**config.mk**
```make
export PLATFORM = sky130hd
export DESIGN_NAME = fp32_addsub
export DESIGN_NICKNAME = d
export VERILOG_FILES = /design/src/rtl/fpadd_pkg.sv /design/src/rtl/fpadd_align.sv /design/src/rtl/fpadd_sum.sv /design/src/rtl/fpadd_norm.sv /design/src/rtl/fpadd_round.sv /design/src/rtl/fp32_addsub.sv
export SDC_FILE = /design/constraint.sdc
export NUM_CORES = 1
export LEC_CHECK = 0
export BUFFER_PORTS_ARGS = -buffer_cell sky130_fd_sc_hd__buf_2
export CAP_MARGIN = 10
export CORE_MARGIN = 4
export CORE_UTILIZATION = 45
export DETAILED_ROUTE_END_ITERATION = 16
export GPL_ROUTABILITY_DRIVEN = 0
export GPL_TIMING_DRIVEN = 0
export PLACE_DENSITY_LB_ADDON = 0.1
export SYNTH_ARGS = -nofsm -noshare
export SYNTH_HDL_FRONTEND = slang
export SYNTH_SLANG_ARGS = --single-unit
```
**constraint.sdc**
```tcl
create_clock -name clk -period 6.38 [get_ports clk]
set_clock_uncertainty 0.1 [all_clocks]
set_input_delay 0.638 -clock clk [delete_from_list [all_inputs] [get_ports clk]]
set_output_delay 0.638 -clock clk [all_outputs]
set_load 0.03 [all_outputs]
```
**src/rtl/fpadd_pkg.sv**
```systemverilog
package fpadd_pkg;
  typedef enum logic {FP_OP_ADD = 1'b0, FP_OP_SUB = 1'b1} fp_op_e;
endpackage

```
**src/rtl/fpadd_align.sv**
```systemverilog
module fpadd_align import fpadd_pkg::*; #(
  parameter int EXP_W = 8,
  parameter int MAN_W = 23,
  localparam int W     = EXP_W + MAN_W + 1,
  localparam int SIG_W = MAN_W + 1,
  localparam int EXT_W = SIG_W + 3
) (
  input  logic             clk,
  input  logic             rst,
  input  logic             vld_i,
  input  logic [W-1:0]     a_i,
  input  logic [W-1:0]     b_i,
  input  fp_op_e           op_i,
  output logic             vld_o,
  output logic             sign_o,
  output logic [EXP_W-1:0] exp_o,
  output logic [EXT_W-1:0] big_o,
  output logic [EXT_W-1:0] small_o,
  output logic             sub_o,
  output logic             spec_o,
  output logic [W-1:0]     specval_o
);
  localparam logic [W-1:0] QNAN = {1'b0, {EXP_W{1'b1}}, 1'b1, {(MAN_W-1){1'b0}}};
  localparam logic [EXP_W-1:0] EXT_LIM = EXP_W'(EXT_W);

  logic [EXP_W-1:0] ea, eb, e_big, e_small, diff;
  logic [MAN_W-1:0] fa, fb;
  logic             sa, sb, za, zb, nan_a, nan_b, inf_a, inf_b, a_big, eff_sub;
  logic [SIG_W-1:0] sig_a, sig_b, s_big, s_small;
  logic [EXT_W-1:0] ext, shifted, lost;
  logic             sticky;
  logic [W-1:0]     sval;

  always_comb begin
    sa = a_i[W-1];
    sb = b_i[W-1] ^ (op_i == FP_OP_SUB);
    ea = a_i[W-2:MAN_W];
    eb = b_i[W-2:MAN_W];
    fa = a_i[MAN_W-1:0];
    fb = b_i[MAN_W-1:0];
    za = (ea == '0);
    zb = (eb == '0);
    nan_a = (&ea) && (|fa);
    nan_b = (&eb) && (|fb);
    inf_a = (&ea) && !(|fa);
    inf_b = (&eb) && !(|fb);
    sig_a = za ? '0 : {1'b1, fa};
    sig_b = zb ? '0 : {1'b1, fb};
    eff_sub = sa ^ sb;
    a_big = {ea, sig_a} >= {eb, sig_b};
    e_big   = a_big ? ea : eb;
    e_small = a_big ? eb : ea;
    s_big   = a_big ? sig_a : sig_b;
    s_small = a_big ? sig_b : sig_a;
    diff = e_big - e_small;
    ext  = {s_small, 3'b000};
    if (diff >= EXT_LIM) begin
      shifted = '0;
      sticky  = |s_small;
      lost    = '0;
    end else begin
      shifted = ext >> diff;
      lost    = ext & ~({EXT_W{1'b1}} << diff);
      sticky  = |lost;
    end
    if (nan_a || nan_b || (inf_a && inf_b && eff_sub)) sval = QNAN;
    else if (inf_a) sval = {sa, {EXP_W{1'b1}}, {MAN_W{1'b0}}};
    else            sval = {sb, {EXP_W{1'b1}}, {MAN_W{1'b0}}};
  end

  always_ff @(posedge clk) begin
    if (rst) vld_o <= 1'b0;
    else     vld_o <= vld_i;
    sign_o    <= a_big ? sa : sb;
    exp_o     <= e_big;
    big_o     <= {s_big, 3'b000};
    small_o   <= shifted | EXT_W'(sticky);
    sub_o     <= eff_sub;
    spec_o    <= nan_a | nan_b | inf_a | inf_b;
    specval_o <= sval;
  end
endmodule

```
**src/rtl/fpadd_sum.sv**
```systemverilog
module fpadd_sum #(
  parameter int EXP_W = 8,
  parameter int MAN_W = 23,
  localparam int W     = EXP_W + MAN_W + 1,
  localparam int EXT_W = MAN_W + 4,
  localparam int SUM_W = EXT_W + 1
) (
  input  logic             clk,
  input  logic             rst,
  input  logic             vld_i,
  input  logic             sign_i,
  input  logic [EXP_W-1:0] exp_i,
  input  logic [EXT_W-1:0] big_i,
  input  logic [EXT_W-1:0] small_i,
  input  logic             sub_i,
  input  logic             spec_i,
  input  logic [W-1:0]     specval_i,
  output logic             vld_o,
  output logic             sign_o,
  output logic [EXP_W-1:0] exp_o,
  output logic [SUM_W-1:0] sum_o,
  output logic             spec_o,
  output logic [W-1:0]     specval_o
);
  always_ff @(posedge clk) begin
    if (rst) vld_o <= 1'b0;
    else     vld_o <= vld_i;
    sign_o    <= sign_i;
    exp_o     <= exp_i;
    sum_o     <= sub_i ? ({1'b0, big_i} - {1'b0, small_i})
                       : ({1'b0, big_i} + {1'b0, small_i});
    spec_o    <= spec_i;
    specval_o <= specval_i;
  end

  // the larger magnitude is always the minuend, so a difference never borrows
  AST_SUB_NO_BORROW: assert property (@(posedge clk) disable iff (rst)
    (vld_i && sub_i && !spec_i) |=> !sum_o[SUM_W-1]) else $error("borrow");
endmodule

```
**src/rtl/fpadd_norm.sv**
```systemverilog
module fpadd_norm #(
  parameter int EXP_W = 8,
  parameter int MAN_W = 23,
  localparam int W     = EXP_W + MAN_W + 1,
  localparam int EXT_W = MAN_W + 4,
  localparam int SUM_W = EXT_W + 1,
  localparam int E_W   = EXP_W + 2,
  localparam int LZ_W  = $clog2(EXT_W) + 1
) (
  input  logic             clk,
  input  logic             rst,
  input  logic             vld_i,
  input  logic             sign_i,
  input  logic [EXP_W-1:0] exp_i,
  input  logic [SUM_W-1:0] sum_i,
  input  logic             spec_i,
  input  logic [W-1:0]     specval_i,
  output logic             vld_o,
  output logic             sign_o,
  output logic [E_W-1:0]   exp_o,
  output logic [EXT_W-1:0] man_o,
  output logic             zero_o,
  output logic             unf_o,
  output logic             spec_o,
  output logic [W-1:0]     specval_o
);
  logic [LZ_W-1:0]  lz;
  logic [EXT_W-1:0] man;
  logic [E_W-1:0]   en;

  always_comb begin
    lz = '0;
    for (int i = 0; i < EXT_W; i++)
      if (sum_i[i]) lz = LZ_W'(EXT_W - 1 - i);
    if (sum_i[SUM_W-1]) begin
      man = {sum_i[SUM_W-1:2], sum_i[1] | sum_i[0]};
      en  = E_W'(exp_i) + E_W'(1);
    end else begin
      man = sum_i[EXT_W-1:0] << lz;
      en  = E_W'(exp_i) - E_W'(lz);
    end
  end

  always_ff @(posedge clk) begin
    if (rst) vld_o <= 1'b0;
    else     vld_o <= vld_i;
    sign_o    <= sign_i;
    exp_o     <= en;
    man_o     <= man;
    zero_o    <= (sum_i == '0);
    unf_o     <= (sum_i != '0) && (en[E_W-1] || en == '0);
    spec_o    <= spec_i;
    specval_o <= specval_i;
  end
endmodule

```
**src/rtl/fpadd_round.sv**
```systemverilog
module fpadd_round #(
  parameter int EXP_W = 8,
  parameter int MAN_W = 23,
  localparam int W     = EXP_W + MAN_W + 1,
  localparam int SIG_W = MAN_W + 1,
  localparam int EXT_W = SIG_W + 3,
  localparam int E_W   = EXP_W + 2
) (
  input  logic             clk,
  input  logic             rst,
  input  logic             vld_i,
  input  logic             sign_i,
  input  logic [E_W-1:0]   exp_i,
  input  logic [EXT_W-1:0] man_i,
  input  logic             zero_i,
  input  logic             unf_i,
  input  logic             spec_i,
  input  logic [W-1:0]     specval_i,
  output logic             vld_o,
  output logic [W-1:0]     res_o,
  output logic             ovf_o,
  output logic             unf_o
);
  logic             inc, big;
  logic [SIG_W:0]   r;
  logic [MAN_W-1:0] frac;
  logic [E_W-1:0]   er;

  always_comb begin
    inc  = man_i[2] & (man_i[1] | man_i[0] | man_i[3]);
    r    = {1'b0, man_i[EXT_W-1:3]} + (SIG_W+1)'(inc);
    frac = r[SIG_W] ? r[MAN_W:1] : r[MAN_W-1:0];
    er   = exp_i + E_W'(r[SIG_W]);
    big  = !er[E_W-1] && (er[EXP_W] || (&er[EXP_W-1:0]));
  end

  always_ff @(posedge clk) begin
    if (rst) begin
      vld_o <= 1'b0;
      res_o <= '0;
      ovf_o <= 1'b0;
      unf_o <= 1'b0;
    end else begin
      vld_o <= vld_i;
      ovf_o <= 1'b0;
      unf_o <= 1'b0;
      if (spec_i)      res_o <= specval_i;
      else if (zero_i) res_o <= '0;
      else if (unf_i) begin
        res_o <= {sign_i, {(W-1){1'b0}}};
        unf_o <= vld_i;
      end else if (big) begin
        res_o <= {sign_i, {EXP_W{1'b1}}, {MAN_W{1'b0}}};
        ovf_o <= vld_i;
      end else res_o <= {sign_i, er[EXP_W-1:0], frac};
    end
  end

  AST_NORM_LEADING: assert property (@(posedge clk) disable iff (rst)
    (vld_i && !spec_i && !zero_i) |-> man_i[EXT_W-1]) else $error("unnormalized");
  AST_OVF_INF: assert property (@(posedge clk) disable iff (rst)
    ovf_o |-> (res_o[W-2:0] == {{EXP_W{1'b1}}, {MAN_W{1'b0}}})) else $error("ovf");
  AST_UNF_ZERO: assert property (@(posedge clk) disable iff (rst)
    unf_o |-> (res_o[W-2:0] == '0)) else $error("unf");
  AST_FLAGS_EXCL: assert property (@(posedge clk) disable iff (rst)
    !(ovf_o && unf_o)) else $error("flags");
endmodule

```
**src/rtl/fp32_addsub.sv**
```systemverilog
module fp32_addsub import fpadd_pkg::*; #(
  parameter int EXP_W = 8,
  parameter int MAN_W = 23,
  localparam int W     = EXP_W + MAN_W + 1,
  localparam int EXT_W = MAN_W + 4,
  localparam int SUM_W = EXT_W + 1,
  localparam int E_W   = EXP_W + 2
) (
  input  logic         clk,
  input  logic         rst,
  input  logic         in_valid,
  input  logic         op_sel,
  input  logic [W-1:0] opnd_a,
  input  logic [W-1:0] opnd_b,
  output logic         out_valid,
  output logic [W-1:0] result,
  output logic         ovf,
  output logic         unf
);
  localparam logic [W-1:0] QNAN = {1'b0, {EXP_W{1'b1}}, 1'b1, {(MAN_W-1){1'b0}}};

  logic v1, s1, sub1, sp1, v2, s2, sp2, v3, s3, z3, u3, sp3;
  logic [EXP_W-1:0] e1, e2;
  logic [EXT_W-1:0] big1, sml1, m3;
  logic [SUM_W-1:0] sum2;
  logic [E_W-1:0]   e3;
  logic [W-1:0]     sv1, sv2, sv3;
  fp_op_e           op;

  assign op = fp_op_e'(op_sel);

  fpadd_align #(.EXP_W(EXP_W), .MAN_W(MAN_W)) u_align (
    .clk, .rst, .vld_i(in_valid), .a_i(opnd_a), .b_i(opnd_b), .op_i(op),
    .vld_o(v1), .sign_o(s1), .exp_o(e1), .big_o(big1), .small_o(sml1),
    .sub_o(sub1), .spec_o(sp1), .specval_o(sv1));

  fpadd_sum #(.EXP_W(EXP_W), .MAN_W(MAN_W)) u_sum (
    .clk, .rst, .vld_i(v1), .sign_i(s1), .exp_i(e1), .big_i(big1), .small_i(sml1),
    .sub_i(sub1), .spec_i(sp1), .specval_i(sv1),
    .vld_o(v2), .sign_o(s2), .exp_o(e2), .sum_o(sum2), .spec_o(sp2), .specval_o(sv2));

  fpadd_norm #(.EXP_W(EXP_W), .MAN_W(MAN_W)) u_norm (
    .clk, .rst, .vld_i(v2), .sign_i(s2), .exp_i(e2), .sum_i(sum2), .spec_i(sp2),
    .specval_i(sv2), .vld_o(v3), .sign_o(s3), .exp_o(e3), .man_o(m3), .zero_o(z3),
    .unf_o(u3), .spec_o(sp3), .specval_o(sv3));

  fpadd_round #(.EXP_W(EXP_W), .MAN_W(MAN_W)) u_round (
    .clk, .rst, .vld_i(v3), .sign_i(s3), .exp_i(e3), .man_i(m3), .zero_i(z3),
    .unf_i(u3), .spec_i(sp3), .specval_i(sv3),
    .vld_o(out_valid), .res_o(result), .ovf_o(ovf), .unf_o(unf));

  AST_LATENCY_ON: assert property (@(posedge clk) disable iff (rst)
    in_valid |-> ##4 out_valid) else $error("latency");
  AST_LATENCY_OFF: assert property (@(posedge clk) disable iff (rst)
    !in_valid |-> ##4 !out_valid) else $error("spurious");
  AST_NAN_IN: assert property (@(posedge clk) disable iff (rst)
    (in_valid && (&opnd_a[W-2:MAN_W]) && (|opnd_a[MAN_W-1:0])) |-> ##4 (result == QNAN))
    else $error("nan");
  AST_RESET_CLEAR: assert property (@(posedge clk)
    rst |=> (!out_valid && !ovf && !unf)) else $error("reset");
endmodule

```
==> impl_results.md <==
* Via count at approximately 13k
* Worst path arrival time at between 6 and 7 ns
* Clock power frac at 21.1%
* R2R Path End: u_round.res_o[19]
* Commonest non-fill, non-tap cell in the layout: nand2_1
* Syn Area/Cell at 7.98 sq um
* WP data required at 6.55 ns
* Largest net degree at the start of global routing at 22
* Starting Density at a little under half
* Share of cells above drive strength 1 at between 10 and 15%
* Post-synthesis adder-cell area fraction at 8.81%
* Gr ovfl total at 0
* CTS Buffer Depth at 2
* Final Util at between 50% and 60%
* Crit-path cells: buf_2 -> nor4_1 -> nand2_2 -> clkbuf_1 -> nand2_1 -> inv_1 -> ha_1 -> a21oi_1 -> a21boi_0 -> a2111oi_4 -> o311ai_4 -> a21o_4 -> buf_6 -> a21oi_2 -> ha_1 -> inv_4 -> mux4_2 -> a22oi_1 -> nor2_1 -> mux2i_1 -> nor2_1 -> o21ai_0 -> a32oi_1
* Port buffer count at ~100
* Post-synthesis cell count at about 1.7k
* Outcome: finished clean
* H-tree depth at 4
* Initial DRC Count at 1145
* WL final at 42600 um
* Final Critical Period at around 6.0 ns
* Rows at 62
* RSZ-0062 raised after global routing: false
* Worst Reg-to-Reg Cells at 18
* Largest family of logic cells by synthesized area: simple AND/OR/NAND/NOR gates
* Skew-Pair Late Insertion Delay at ~0.43 ns
* PD cells at between 300 and 400 nW/um^2
* Post-DP HPWL at roughly 33000 um
* Routed Antenna Nets at 0
* Antenna cells at 0
* Post-synth EDFFs at 0
* Clock Sinks at between 150 and 200
* Xor/xnor share of the synthesized area at under 10%
* Post-synthesis compound-gate area fraction at a little over a fifth
* Vias in the first global route at 12.5k
* Syn nets at approximately 1.8k
* Period utilization at between 90% and 100%
* Worst-path maximum fanout at 17
* Internal Power at between 0.002 and 0.003 W
* Die Y at roughly 180 um
* Total CTS buffers at 17
* Slew Viols, Final at 0
* Seq pwr share at about a third
* Synth Warn # at 0
* Initial DRT Pass Iterations at 6
* CP Launch Type: primary input
* Clock slew at reported path FFs at about 0.090 ns
* Synth Area in Simple Gates at a little over a fifth
* Root Buffer Master: clkbuf_16
* Max_cap viols at 0
* Tot GR Track Use at 25.1%
* Final nets at ~2k
* Global-route wire length before repair at about 67000 um
* Hold_buf cts at 0
* Crit path depth at 23
* Worst Tran Pin Value at 0.917 ns
* VDD IR-drop max at between 0.2 and 0.25 mV
* Slew margin rel. at 38.8%
* Worst path bufs/invs at 5
* Reg2Reg Launch Point: u_norm.man_o[6]
* Flops & latches, synth at approximately 190
* Post-synthesis mux area share at approximately 11%
* Initial antenna violation count at 0
* Final Hold Fails at 0
* TritonCTS clock tree: built
* Psw at 0.00225 W
* Wire length per cell at slightly below 20 um
* CP Capture Type: flip-flop
* Top FF cell, synth: dfxtp_1
* Commonest cells after routing, fill and taps aside: nand2_1, dfxtp_1, nor2_1
* Leak Pwr at 6.49 nW
* Max incr delay on CP at about 0.47 ns
* Die area at between 30000 and 40000 sq um
* Hold_ws at approximately 0.21 ns
* Final Non-Filler Cells at around 2.2k
* Max Fclk at around 170 MHz
* DRC violations left at 0
* Sw Share at roughly 44%
* I/O Pins at 103
* Hold path depth at 0
* Kind of critical path: in -> reg
* CP max-delay cell: a2111oi_4
* Setup violations, final at 0
* R2R setup slack at about 1.2 ns
* Post-Syn Area at between 10000 and 15000 sq um
* DIE WIDTH at between 150 and 200 um
* Netlist cell types at between 90 and 100
* Top cell family by delay on the critical path: compound AO/OA/AOI/OAI gates
* Placed cells at 2161
* Area growth, synth to finish at 12.3%
* Vias per cell at 6.05
* Tightest Hold Check Type: reg -> reg
* Final Cell Area at between 15000 and 20000 sq um
* Hold endpoint: u_sum.exp_o[6]
* HP Start: u_align.exp_o[6]
* Sequential area share after synthesis at 27.7%
* Placed cell area at 14400 sq um
* Combinational Power Share at roughly 45%
* Filler Cell Count at 2853
* Asr flop ratio synth at 0%
* Core area at 29000 sq um
-- Yosys cell counts (15+ instances only) --
library cell	number	share of area (%)
a211oi_1	19	1.1
a21o_1	15	0.84
a21oi_1	101	3.8
a31oi_1	19	0.89
and3_1	19	0.89
buf_2	15	0.56
clkbuf_1	55	1.5
dfxtp_1	185	28
ha_1	91	8.5
inv_1	104	2.9
mux2i_1	84	6.3
mux4_2	20	3.4
nand2_1	194	5.4
nand2b_1	20	0.94
nand3_1	52	1.9
nand4_1	20	0.94
nor2_1	147	4.1
nor2b_1	16	0.75
nor3_1	53	2.0
nor4_1	29	1.4
o21ai_0	116	4.3
xnor2_1	35	2.3
xor2_1	27	1.8
-- flip-flops by register name, summed over array words and instances, names as in the netlist, 2 cells and up --
name	flops
u_norm.specval_o	2
u_sum.specval_o	2
u_sum.sum_o	28
u_align.big_o	24
u_align.specval_o	2
u_sum.exp_o	8
u_align.exp_o	8
u_round.res_o	32
u_norm.man_o	27
u_norm.exp_o	10
u_align.small_o	27
-- worst max path at each step --
stage                     slack (ns)       start                  end
final                           0.35  opnd_a[23]   u_align.small_o[0]
after global routing            0.02  opnd_b[27]   u_align.small_o[0]
after CTS                       0.07  opnd_a[23]  u_align.small_o[11]
after detailed placement       -0.52  opnd_a[23]   u_align.small_o[0]
after global placement         -0.51  opnd_b[27]   u_align.small_o[0]
after floorplan                 1.02  opnd_b[27]   u_align.small_o[2]
-- power groups by stage --
stage,clock network (W),registers [W],logic (W)
final,0.00108,0.00172,0.00231
after CTS,0.00110,0.00171,0.00225
after detailed placement,0,0.00174,0.00223
after global routing,0.00115,0.00176,0.00250
after global placement,0,0.00173,0.00223
after floorplan,0,0.00178,0.00153
-- kinds of logic after synthesis --
| logic type | Yosys count |
|---|---|
| buffers and inverters | 192 |
| XOR/XNOR | 64 |
| flip-flops | 185 |
| multiplexers | 119 |
| adder cells (fa/ha/maj) | 93 |
| AND/OR/NAND/NOR | 599 |
| AO/OA/AOI/OAI | 424 |
-- layout make-up --
| cell class | count | area, sq um | area share (%) |
|---|---|---|---|
| Multi-Input combinational cell | 1299 | 8930 | 59.4 |
| Sequential cell | 185 | 3700 | 24.6 |
| Tap cell | 384 | 480 | 3.20 |
| Clock buffer | 17 | 425 | 2.83 |
| Clock inverter | 15 | 198 | 1.32 |
| Buffer | 82 | 375 | 2.50 |
| Inverter | 108 | 408 | 2.71 |
| Timing Repair Buffer | 101 | 505 | 3.36 |
-- stage by stage --
step	setup WS [ns]	TNS, ns	total power [W]
2_1_floorplan	1.02	0	0.00331
3_3_place_gp	-0.508	-3.78	0.00397
3_5_place_dp	-0.521	-4.32	0.00397
4_1_cts	0.0720	0	0.00507
5_1_grt	0.0225	0	0.00541
6_report	0.353	0	0.00511
-- worst reg2reg max path, stage by stage (launching register included) --
cell and delay, ns:
dfxtp_1 0.39, and3_1 0.21, and3_1 0.21, nand4_1 0.24, nor2_1 0.23, nand2_1 0.09
nor4bb_1 0.71, ha_1 0.30, ha_1 0.18, and3_1 0.23, nand3_1 0.10, xor2_1 0.21
o32ai_1 0.12, a21oi_1 0.55, nand2_1 0.15, or3_1 0.42, or2_2 0.31, clkbuf_1 0.22
nor2_1 0.16
-- repair_timing --
action	in CTS	in global routing
setup buffers	0	0
endpoints found under the setup margin	1	25
resized for setup	0	17
-- per-layer routing --
metal  wire length, um  GRT usage, %  vias up
met2             19900          42.3      620
met4              1830          10.1        0
met5                 0             0        -
met1             18100          32.7     6234
met3              2880          3.37      102
li1                  -             -     6293
Note: power is estimated with default switching activity, not from simulation.
